$ cat config.mk
export PLATFORM = sky130hd
export DESIGN_NAME = cpu_bank_mapper
export DESIGN_NICKNAME = d
export VERILOG_FILES = /design/src/rtl/cbm_pkg.sv /design/src/rtl/cbm_m2_edge.sv /design/src/rtl/cbm_regs.sv /design/src/rtl/cbm_decode.sv /design/src/rtl/cpu_bank_mapper.sv
export SDC_FILE = /design/constraint.sdc
export NUM_CORES = 1
export LEC_CHECK = 0
export ABC_CLOCK_PERIOD_IN_PS = 2120
export BUFFER_PORTS_ARGS = -buffer_cell sky130_fd_sc_hd__buf_2
export CORE_MARGIN = 2
export CORE_UTILIZATION = 40
export DETAILED_ROUTE_END_ITERATION = 10
export GPL_TIMING_DRIVEN = 0
export SKIP_CTS_REPAIR_TIMING = 1
export SLEW_MARGIN = 20
export SYNTH_ARGS = -nofsm -noshare
export SYNTH_HDL_FRONTEND = slang
export SYNTH_HIERARCHICAL = 1
export SYNTH_SLANG_ARGS = --single-unit
$ cat constraint.sdc
create_clock -name clk -period 2.12 [get_ports clk]
set_input_delay 0.212 -clock clk [delete_from_list [all_inputs] [get_ports clk]]
set_output_delay 0.212 -clock clk [all_outputs]
set_load 0.005 [all_outputs]
$ cat src/rtl/cbm_pkg.sv
package cbm_pkg;

  localparam int NUM_WIN = 4;
  localparam int WIN_W   = 13;
  localparam int SCR_W   = 12;
  localparam int BIOS_W  = 14;

  typedef enum logic [2:0] {
    RGN_NONE,
    RGN_SCR,
    RGN_WRAM,
    RGN_PRG,
    RGN_BIOS
  } region_e;

  function automatic logic hit_cfg(input logic [15:0] a);
    return a == 16'h4500;
  endfunction

  function automatic logic hit_bank(input logic [15:0] a);
    return a[15:2] == 14'h1141;
  endfunction

  function automatic logic hit_wprot(input logic [15:0] a);
    return a[15:2] == 14'h10BF;
  endfunction

  function automatic logic [2:0] loader_slot(input logic [2:0] top3);
    return top3 - 3'd3;
  endfunction

endpackage

$ cat src/rtl/cbm_m2_edge.sv
module cbm_m2_edge (
  input  logic clk,
  input  logic rst_n,
  input  logic m2,
  input  logic cpu_rw,
  output logic wr_evt
);
  logic m2_q;

  always_ff @(posedge clk) begin
    if (!rst_n) m2_q <= 1'b0;
    else        m2_q <= m2;
  end

  assign wr_evt = m2_q & ~m2 & ~cpu_rw;
endmodule

$ cat src/rtl/cbm_regs.sv
module cbm_regs
  import cbm_pkg::*;
#(
  parameter int PRG_BANK_W  = 6,
  parameter int WRAM_BANK_W = 2
) (
  input  logic                                 clk,
  input  logic                                 rst_n,
  input  logic                                 wr_evt,
  input  logic [15:0]                          cpu_addr,
  input  logic [7:0]                           cpu_data,
  output logic [NUM_WIN-1:0][PRG_BANK_W-1:0]   prg_bank,
  output logic [WRAM_BANK_W-1:0]               wram_bank,
  output logic                                 game_mode,
  output logic                                 wprot
);
  localparam int SLOT_W = $clog2(NUM_WIN);
  localparam logic [PRG_BANK_W-1:0] LAST_BANK = {PRG_BANK_W{1'b1}};

  logic [SLOT_W-1:0] slot;
  assign slot = cpu_addr[SLOT_W-1:0];

  for (genvar w = 0; w < NUM_WIN; w++) begin : g_win
    localparam logic [PRG_BANK_W-1:0] RST_BANK = (w == NUM_WIN - 1) ? LAST_BANK : '0;
    always_ff @(posedge clk) begin
      if (!rst_n)
        prg_bank[w] <= RST_BANK;
      else if (wr_evt && hit_bank(cpu_addr) && slot == SLOT_W'(w))
        prg_bank[w] <= cpu_data[PRG_BANK_W-1:0];
    end
  end

  always_ff @(posedge clk) begin
    if (!rst_n) begin
      wram_bank <= '0;
      game_mode <= 1'b0;
    end else if (wr_evt && hit_cfg(cpu_addr)) begin
      wram_bank <= cpu_data[4 +: WRAM_BANK_W];
      game_mode <= cpu_data[6];
    end
  end

  always_ff @(posedge clk) begin
    if (!rst_n)
      wprot <= 1'b0;
    else if (wr_evt && hit_wprot(cpu_addr))
      wprot <= cpu_addr[1];
  end
endmodule

$ cat src/rtl/cbm_decode.sv
module cbm_decode
  import cbm_pkg::*;
#(
  parameter int PRG_BANK_W  = 6,
  parameter int WRAM_BANK_W = 2,
  localparam int PHYS_W     = PRG_BANK_W + WIN_W
) (
  input  logic [15:0]                          cpu_addr,
  input  logic                                 cpu_rw,
  input  logic [NUM_WIN-1:0][PRG_BANK_W-1:0]   prg_bank,
  input  logic [WRAM_BANK_W-1:0]               wram_bank,
  input  logic                                 game_mode,
  input  logic                                 wprot,
  output region_e                              region,
  output logic [PHYS_W-1:0]                    phys,
  output logic                                 prg_we
);
  localparam int WRAM_W = WRAM_BANK_W + WIN_W;

  function automatic logic [PHYS_W-1:0] join_bank(input logic [PRG_BANK_W-1:0] b,
                                                  input logic [WIN_W-1:0] off);
    return {b, off};
  endfunction

  function automatic logic [PHYS_W-1:0] wram_phys(input logic [WRAM_BANK_W-1:0] b,
                                                  input logic [WIN_W-1:0] off);
    logic [WRAM_W-1:0] w;
    w = {b, off};
    return PHYS_W'(w);
  endfunction

  logic [2:0]        top3;
  logic [WIN_W-1:0]  off;
  logic [1:0]        win;
  assign top3 = cpu_addr[15:13];
  assign off  = cpu_addr[WIN_W-1:0];
  assign win  = cpu_addr[14:13];

  always_comb begin
    region = RGN_NONE;
    phys   = '0;
    if (cpu_addr[15:12] == 4'h5) begin
      region = RGN_SCR;
      phys   = PHYS_W'(cpu_addr[SCR_W-1:0]);
    end else if (game_mode) begin
      if (top3 == 3'd3) begin
        region = RGN_WRAM;
        phys   = wram_phys(wram_bank, off);
      end else if (cpu_addr[15]) begin
        region = RGN_PRG;
        phys   = join_bank(prg_bank[win], off);
      end
    end else begin
      if (top3 >= 3'd3 && top3 <= 3'd5) begin
        region = RGN_PRG;
        phys   = join_bank(PRG_BANK_W'(loader_slot(top3)), off);
      end else if (cpu_addr[15:14] == 2'b11) begin
        region = RGN_BIOS;
        phys   = PHYS_W'(cpu_addr[BIOS_W-1:0]);
      end
    end
  end

  assign prg_we = (region == RGN_PRG) && !cpu_rw && !wprot;
endmodule

$ cat src/rtl/cpu_bank_mapper.sv
module cpu_bank_mapper
  import cbm_pkg::*;
#(
  parameter int PRG_BANK_W  = 6,
  parameter int WRAM_BANK_W = 2,
  localparam int PHYS_W     = PRG_BANK_W + WIN_W
) (
  input  logic              clk,
  input  logic              rst_n,
  input  logic              m2,
  input  logic [15:0]       cpu_addr,
  input  logic [7:0]        cpu_data,
  input  logic              cpu_rw,
  output logic [PHYS_W-1:0] mem_addr,
  output logic              scr_sel,
  output logic              wram_sel,
  output logic              prg_sel,
  output logic              bios_sel,
  output logic              prg_we
);
  logic                               wr_evt;
  logic [NUM_WIN-1:0][PRG_BANK_W-1:0] prg_bank;
  logic [WRAM_BANK_W-1:0]             wram_bank;
  logic                               game_mode;
  logic                               wprot;
  region_e                            region;

  cbm_m2_edge u_edge (
    .clk    (clk),
    .rst_n  (rst_n),
    .m2     (m2),
    .cpu_rw (cpu_rw),
    .wr_evt (wr_evt)
  );

  cbm_regs #(.PRG_BANK_W(PRG_BANK_W), .WRAM_BANK_W(WRAM_BANK_W)) u_regs (
    .clk       (clk),
    .rst_n     (rst_n),
    .wr_evt    (wr_evt),
    .cpu_addr  (cpu_addr),
    .cpu_data  (cpu_data),
    .prg_bank  (prg_bank),
    .wram_bank (wram_bank),
    .game_mode (game_mode),
    .wprot     (wprot)
  );

  cbm_decode #(.PRG_BANK_W(PRG_BANK_W), .WRAM_BANK_W(WRAM_BANK_W)) u_dec (
    .cpu_addr  (cpu_addr),
    .cpu_rw    (cpu_rw),
    .prg_bank  (prg_bank),
    .wram_bank (wram_bank),
    .game_mode (game_mode),
    .wprot     (wprot),
    .region    (region),
    .phys      (mem_addr),
    .prg_we    (prg_we)
  );

  assign scr_sel  = (region == RGN_SCR);
  assign wram_sel = (region == RGN_WRAM);
  assign prg_sel  = (region == RGN_PRG);
  assign bios_sel = (region == RGN_BIOS);
endmodule

======== Yosys cells after proc, flatten, opt, wreduce, memory -nomap -nowiden ========
Index checks and enable logic that the tools add are counted.
storage, ports and cells
  flip-flop bits (word level) ............. 29
  bits in latches ......................... 0
  bits in writable memories ............... 0
  bits in read-only memories .............. 0
  output and inout bits ................... 24
  memories kept ........................... 0
cells by class
  add/subtract/negate cells ............... 1
  multipliers ............................. 0
  div/mod/pow operators ................... 0
  magnitude comparators ................... 3
  equality and inequality tests ........... 13
  shifts and indexed selects .............. 0
  mux-type cells .......................... 14
  bitwise operators ....................... 4
  reduce and logical (&&, ||, !) cells .... 13
operator list
  kind                                                                      count
  19-bit two-way mux                                                        5
  14-bit by 13-bit equality test with 1-bit output (second input constant)  2
  16-bit by 15-bit equality test with 1-bit output (second input constant)  1
  3-bit two-way mux                                                         5
  14-bit two-way mux                                                        1
  6-bit binary-select mux with 2-bit select                                 1
  1-bit logical AND                                                         10
  3-bit by 2-bit equality test with 1-bit output (second input constant)    3
  2-bit equality test (second input constant)                               3
  6-bit two-way mux                                                         1
  4-bit by 3-bit equality test with 1-bit output (second input constant)    1
  3-bit by 1-bit equality test with 1-bit output (second input constant)    1
  3-bit equality test (second input constant)                               1
  3-bit by 2-bit >= comparator with 1-bit output (second input constant)    1
  3-bit less-or-equal comparator (second input constant)                    1
  2-bit by 3-bit < comparator with 1-bit output (second input constant)     1
  3-bit by 2-bit subtractor with 3-bit output (second input constant)       1
  1-bit bitwise AND                                                         2
  2-bit by 1-bit equality test with 1-bit output (second input constant)    1
  1-bit zero test                                                           2
  2-bit zero test                                                           1
  2-bit two-way mux                                                         1
  1-bit inverter                                                            2

======== Depth between registers and ports, before layout ========
  word-level depth ........................ 8
  mapped depth ............................ 7

======== Modules after synthesis ========
The synthesis kept the hierarchy.
modules (own cells, without submodules)
  module           instances  cells an instance  area an instance (um^2)
  cbm_regs         1          123                1263.7
  cbm_decode       1          88                 619.3
  cbm_m2_edge      1          3                  40.0
  cpu_bank_mapper  1          4                  32.5

======== Worst setup path before layout ========
Ideal clock, no wire load.
  kind .................................... in2reg
  start point ............................. input cpu_addr[7]
  end point ............................... register u_regs/prg_bank[19] (netlist bit)
  setup time .............................. 0.149 ns
  arrival ................................. 1.688 ns
  required time ........................... 1.971 ns
  setup slack ............................. 0.282 ns
  stages .................................. 5
  path buffers ............................ 1
  cells stage by stage .................... or4b_4 -> or4_4 -> buf_6 -> o21ai_2 -> o311ai_2
between the ends
  longest elaborated chain between the ends .. 3
RTL lines
  item                                              line                   source
  from (decl)                                       cpu_bank_mapper.sv:11  input logic [15:0] cpu_addr,
  14-bit by 13-bit equality test with 1-bit output  cbm_pkg.sv:21          return a[15:2] == 14'h1141;
  1-bit logical AND (2 in a row)                    cbm_regs.sv:28         else if (wr_evt && hit_bank(cpu_addr) && slot == SLOT_W'(w))
  to (signal, indexed assignment)                   cbm_regs.sv:29         prg_bank[w] <= cpu_data[PRG_BANK_W-1:0];
  to (decl)                                         cbm_regs.sv:12         output logic [NUM_WIN-1:0][PRG_BANK_W-1:0] prg_bank,
No other way between the ends.
A chain may end at the register's enable or synchronous reset.

======== Worst setup path in the final report ========
  start point ............................. input cpu_addr[14]
  end point ............................... output prg_sel
between the ends
  longest elaborated chain between the ends .. 6
  elaborated cells between the ends (all ways) .. 12
  those cells by class .................... order compare: 2; eq/ne: 4; mux: 5; reduce/logical: 1
RTL lines
  item                                                                                              line                   source
  3-bit by 2-bit >= comparator with 1-bit output or 3-bit less-or-equal comparator (tied branches)  cbm_decode.sv:54       if (top3 >= 3'd3 && top3 <= 3'd5) begin
  1-bit logical AND                                                                                 cbm_decode.sv:54
  3-bit two-way mux                                                                                 cbm_decode.sv:54
  3-bit two-way mux                                                                                 cbm_decode.sv:45       end else if (game_mode) begin
  3-bit two-way mux (*)                                                                             cbm_decode.sv:42       if (cpu_addr[15:12] == 4'h5) begin
  net region[1]                                                                                     cpu_bank_mapper.sv:26  region_e region;
  3-bit by 2-bit equality test with 1-bit output (*)                                                cpu_bank_mapper.sv:62  assign prg_sel = (region == RGN_PRG);
  to (decl)                                                                                         cpu_bank_mapper.sv:17  output logic prg_sel,
Mark *: on every way through the listed nets, which the timed path passes. The rest lies on a longest branch.

==> metrics.txt <==
H-tree depth 2; CTS Buffer Depth 2; Final Critical Period 1.991 ns; drt pass-1 iters 4; clk root buf clkbuf_8; Final Skew 0.002941 ns; Hold Crit Depth 2; FFs w/ async S/R, synth 0%; CTS buffer count 5; # rows 25; Via density just over 5; Crit Path Class input port to output pin; antenna cells 0; Top Layer Used met4; Yosys reg bits 29; top cell type's share of synthesized area 29.69%; clock latency at the later pin of the worst-skew pair 0.27 ns; CTS tree built; via count 1731; Main synth FF type dfxtp_1; Slew @ Worst Pin 0.6015 ns; GRT Residual Overflow 0; area leader, netlist dfxtp_1; met3 wire length about 160 um; Pwr Density 502.4 nW/um^2; DP HPWL 3706 um; Layout area overhead 22.46%; Syn Nets 249; # port buffers 50; Chip Height about 74 um; status finished, final reports clean; synth top area cells dfxtp_1, mux2i_1, nand2_1; met2 wire length 2274 um; antenna violations before repair 0; Post-synth EDFFs 0; pin count of the biggest net entering global routing 11; CP Max Fanout 10; Syn Std Cell Area 1956 um^2; Worst EP required 1.91 ns; Ys Warns 6; Final ANT Viol Nets 0; Ports 52; post-synth cell types 48; critical path startpoint category input port; drt first-iter violations 40; wl on met1 between 2000 and 2500 um; routability cong. 0.8191; Slew headroom 59.79%; r2r worst-path depth 6; layout cells sized above 1 between 30% and 40%; pre-CTS setup slack roughly 0.013 ns; sequential share of the synthesized area 29.69%; FILL cells 480; Leakage 1.109 nW; Tot GR Track Use 19.20%; Final period util 93.89%; routed len/inst 14.18 um; CP endpoint kind output pin; vias in the first global route ~1600; Die ar. 5464 um^2; CTS clk-pin slew, worst paths 0.06 ns; final hold vios 0; Synth Instances approximately 220; max-slew violations 0; Fmax 502.4 MHz; Worst Hold Class input port to flop; total power draw roughly 1.2 mW; starting density of the core 41.40%; Max Cap Viol 0; Util after Layout 50.70%; VDD IR max 0.0003602 V; routed wire length 4850 um; core area roughly 4700 um^2; final setup violation count 0; Layout Nets 306; WHS 0.1703 ns; die width approximately 74 um; setup slack after layout 0.1295 ns; DRC Markers 0; clk sinks 29; Post-Syn Area per Cell 8.971 um^2; first-pass GRT wire length 7997 um; arrival time worst endpoint 1.78 ns
flip-flops by register name, indices dropped and copies added (netlist names):
name,cells
u_regs/prg_bank,24
u_regs/wram_bank,2
u_edge/m2_q,1
u_regs/game_mode,1
u_regs/wprot,1
critical path, cell delays in order:
cell     delay [ns]
buf_2          0.15
ha_2           0.20
ha_2           0.19
buf_4          0.17
a21oi_2        0.13
nor2_1         0.05
o311a_1        0.33
and3b_2        0.22
buf_2          0.12
stage by stage:
stage / cells / TNS [ns] / cell area (um^2)
2_1_floorplan: 218 / 0 / 1956
3_3_place_gp: 335 / 0 / 2290
3_5_place_dp: 335 / 0 / 2290
4_1_cts: 342 / 0 / 2376
5_1_grt: 342 / -0.003455 / 2395
6_report: 342 / 0 / 2395
logic make-up after synthesis:
group	synth area share, %
buffers and inverters	6.590
and+or+nand+nor	30.84
DFF	29.69
AOI/OAI and AO/OA	13.05
muxes	17.91
adders and majority gates	1.920
cells in the mapped netlist, types with 5 or more instances:
master,number
nor2_1,7
dfxtp_1,29
o21ai_0,5
and2_1,12
mux2i_1,26
a21oi_1,6
inv_1,11
nor2b_1,7
nand2_1,39
o21ai_2,6
power breakdown:
group	switching (mW)	total [mW]	internal, mW	leakage (nW)
clock	0.187	0.444	0.257	0.0443
combinational	0.114	0.213	0.0987	0.831
sequential	0.000143	0.546	0.546	0.234
cell type report:
class | instances | area, um^2 | share of cell area [%]
tap | 67 | 83.83 | 3.501
clock buffer | 7 | 86.33 | 3.605
multi-input combinational | 165 | 1262 | 52.72
inverter | 11 | 41.29 | 1.724
buffer | 13 | 90.09 | 3.762
timing repair buffer | 50 | 250.2 | 10.45
sequential | 29 | 580.6 | 24.24
routing by layer:
metal  up-vias  track usage (%)
met4         0            4.848
met2        30            31.45
met5         -                0
li1        886                -
met3         4            3.978
met1       811            25.86
cell usage in the layout (no fill, tap or decap), drive strengths merged, types with 4 or more instances in the layout:
master / instances
nor2: 8
o311ai: 6
clkbuf: 11
nand3: 4
mux2i: 26
inv: 11
o21ai: 12
buf: 59
nor2b: 9
a21oi: 6
and2: 13
nand2: 39
dfxtp: 29
nor3b: 4
mux4: 4
final timing paths:
kind                              startpoint  slack [ns]                          endpoint
max                             cpu_addr[14]        0.13                           prg_sel
min                                    rst_n        0.17            u_edge/m2_q$_SDFF_PN0_
max reg2reg           u_edge/m2_q$_SDFF_PN0_        0.28  u_regs/prg_bank[20]$_SDFFE_PN1P_
min reg2reg  u_regs/prg_bank[5]$_SDFFE_PN0P_        0.46   u_regs/prg_bank[5]$_SDFFE_PN0P_
(Power assumes the default switching activity.)
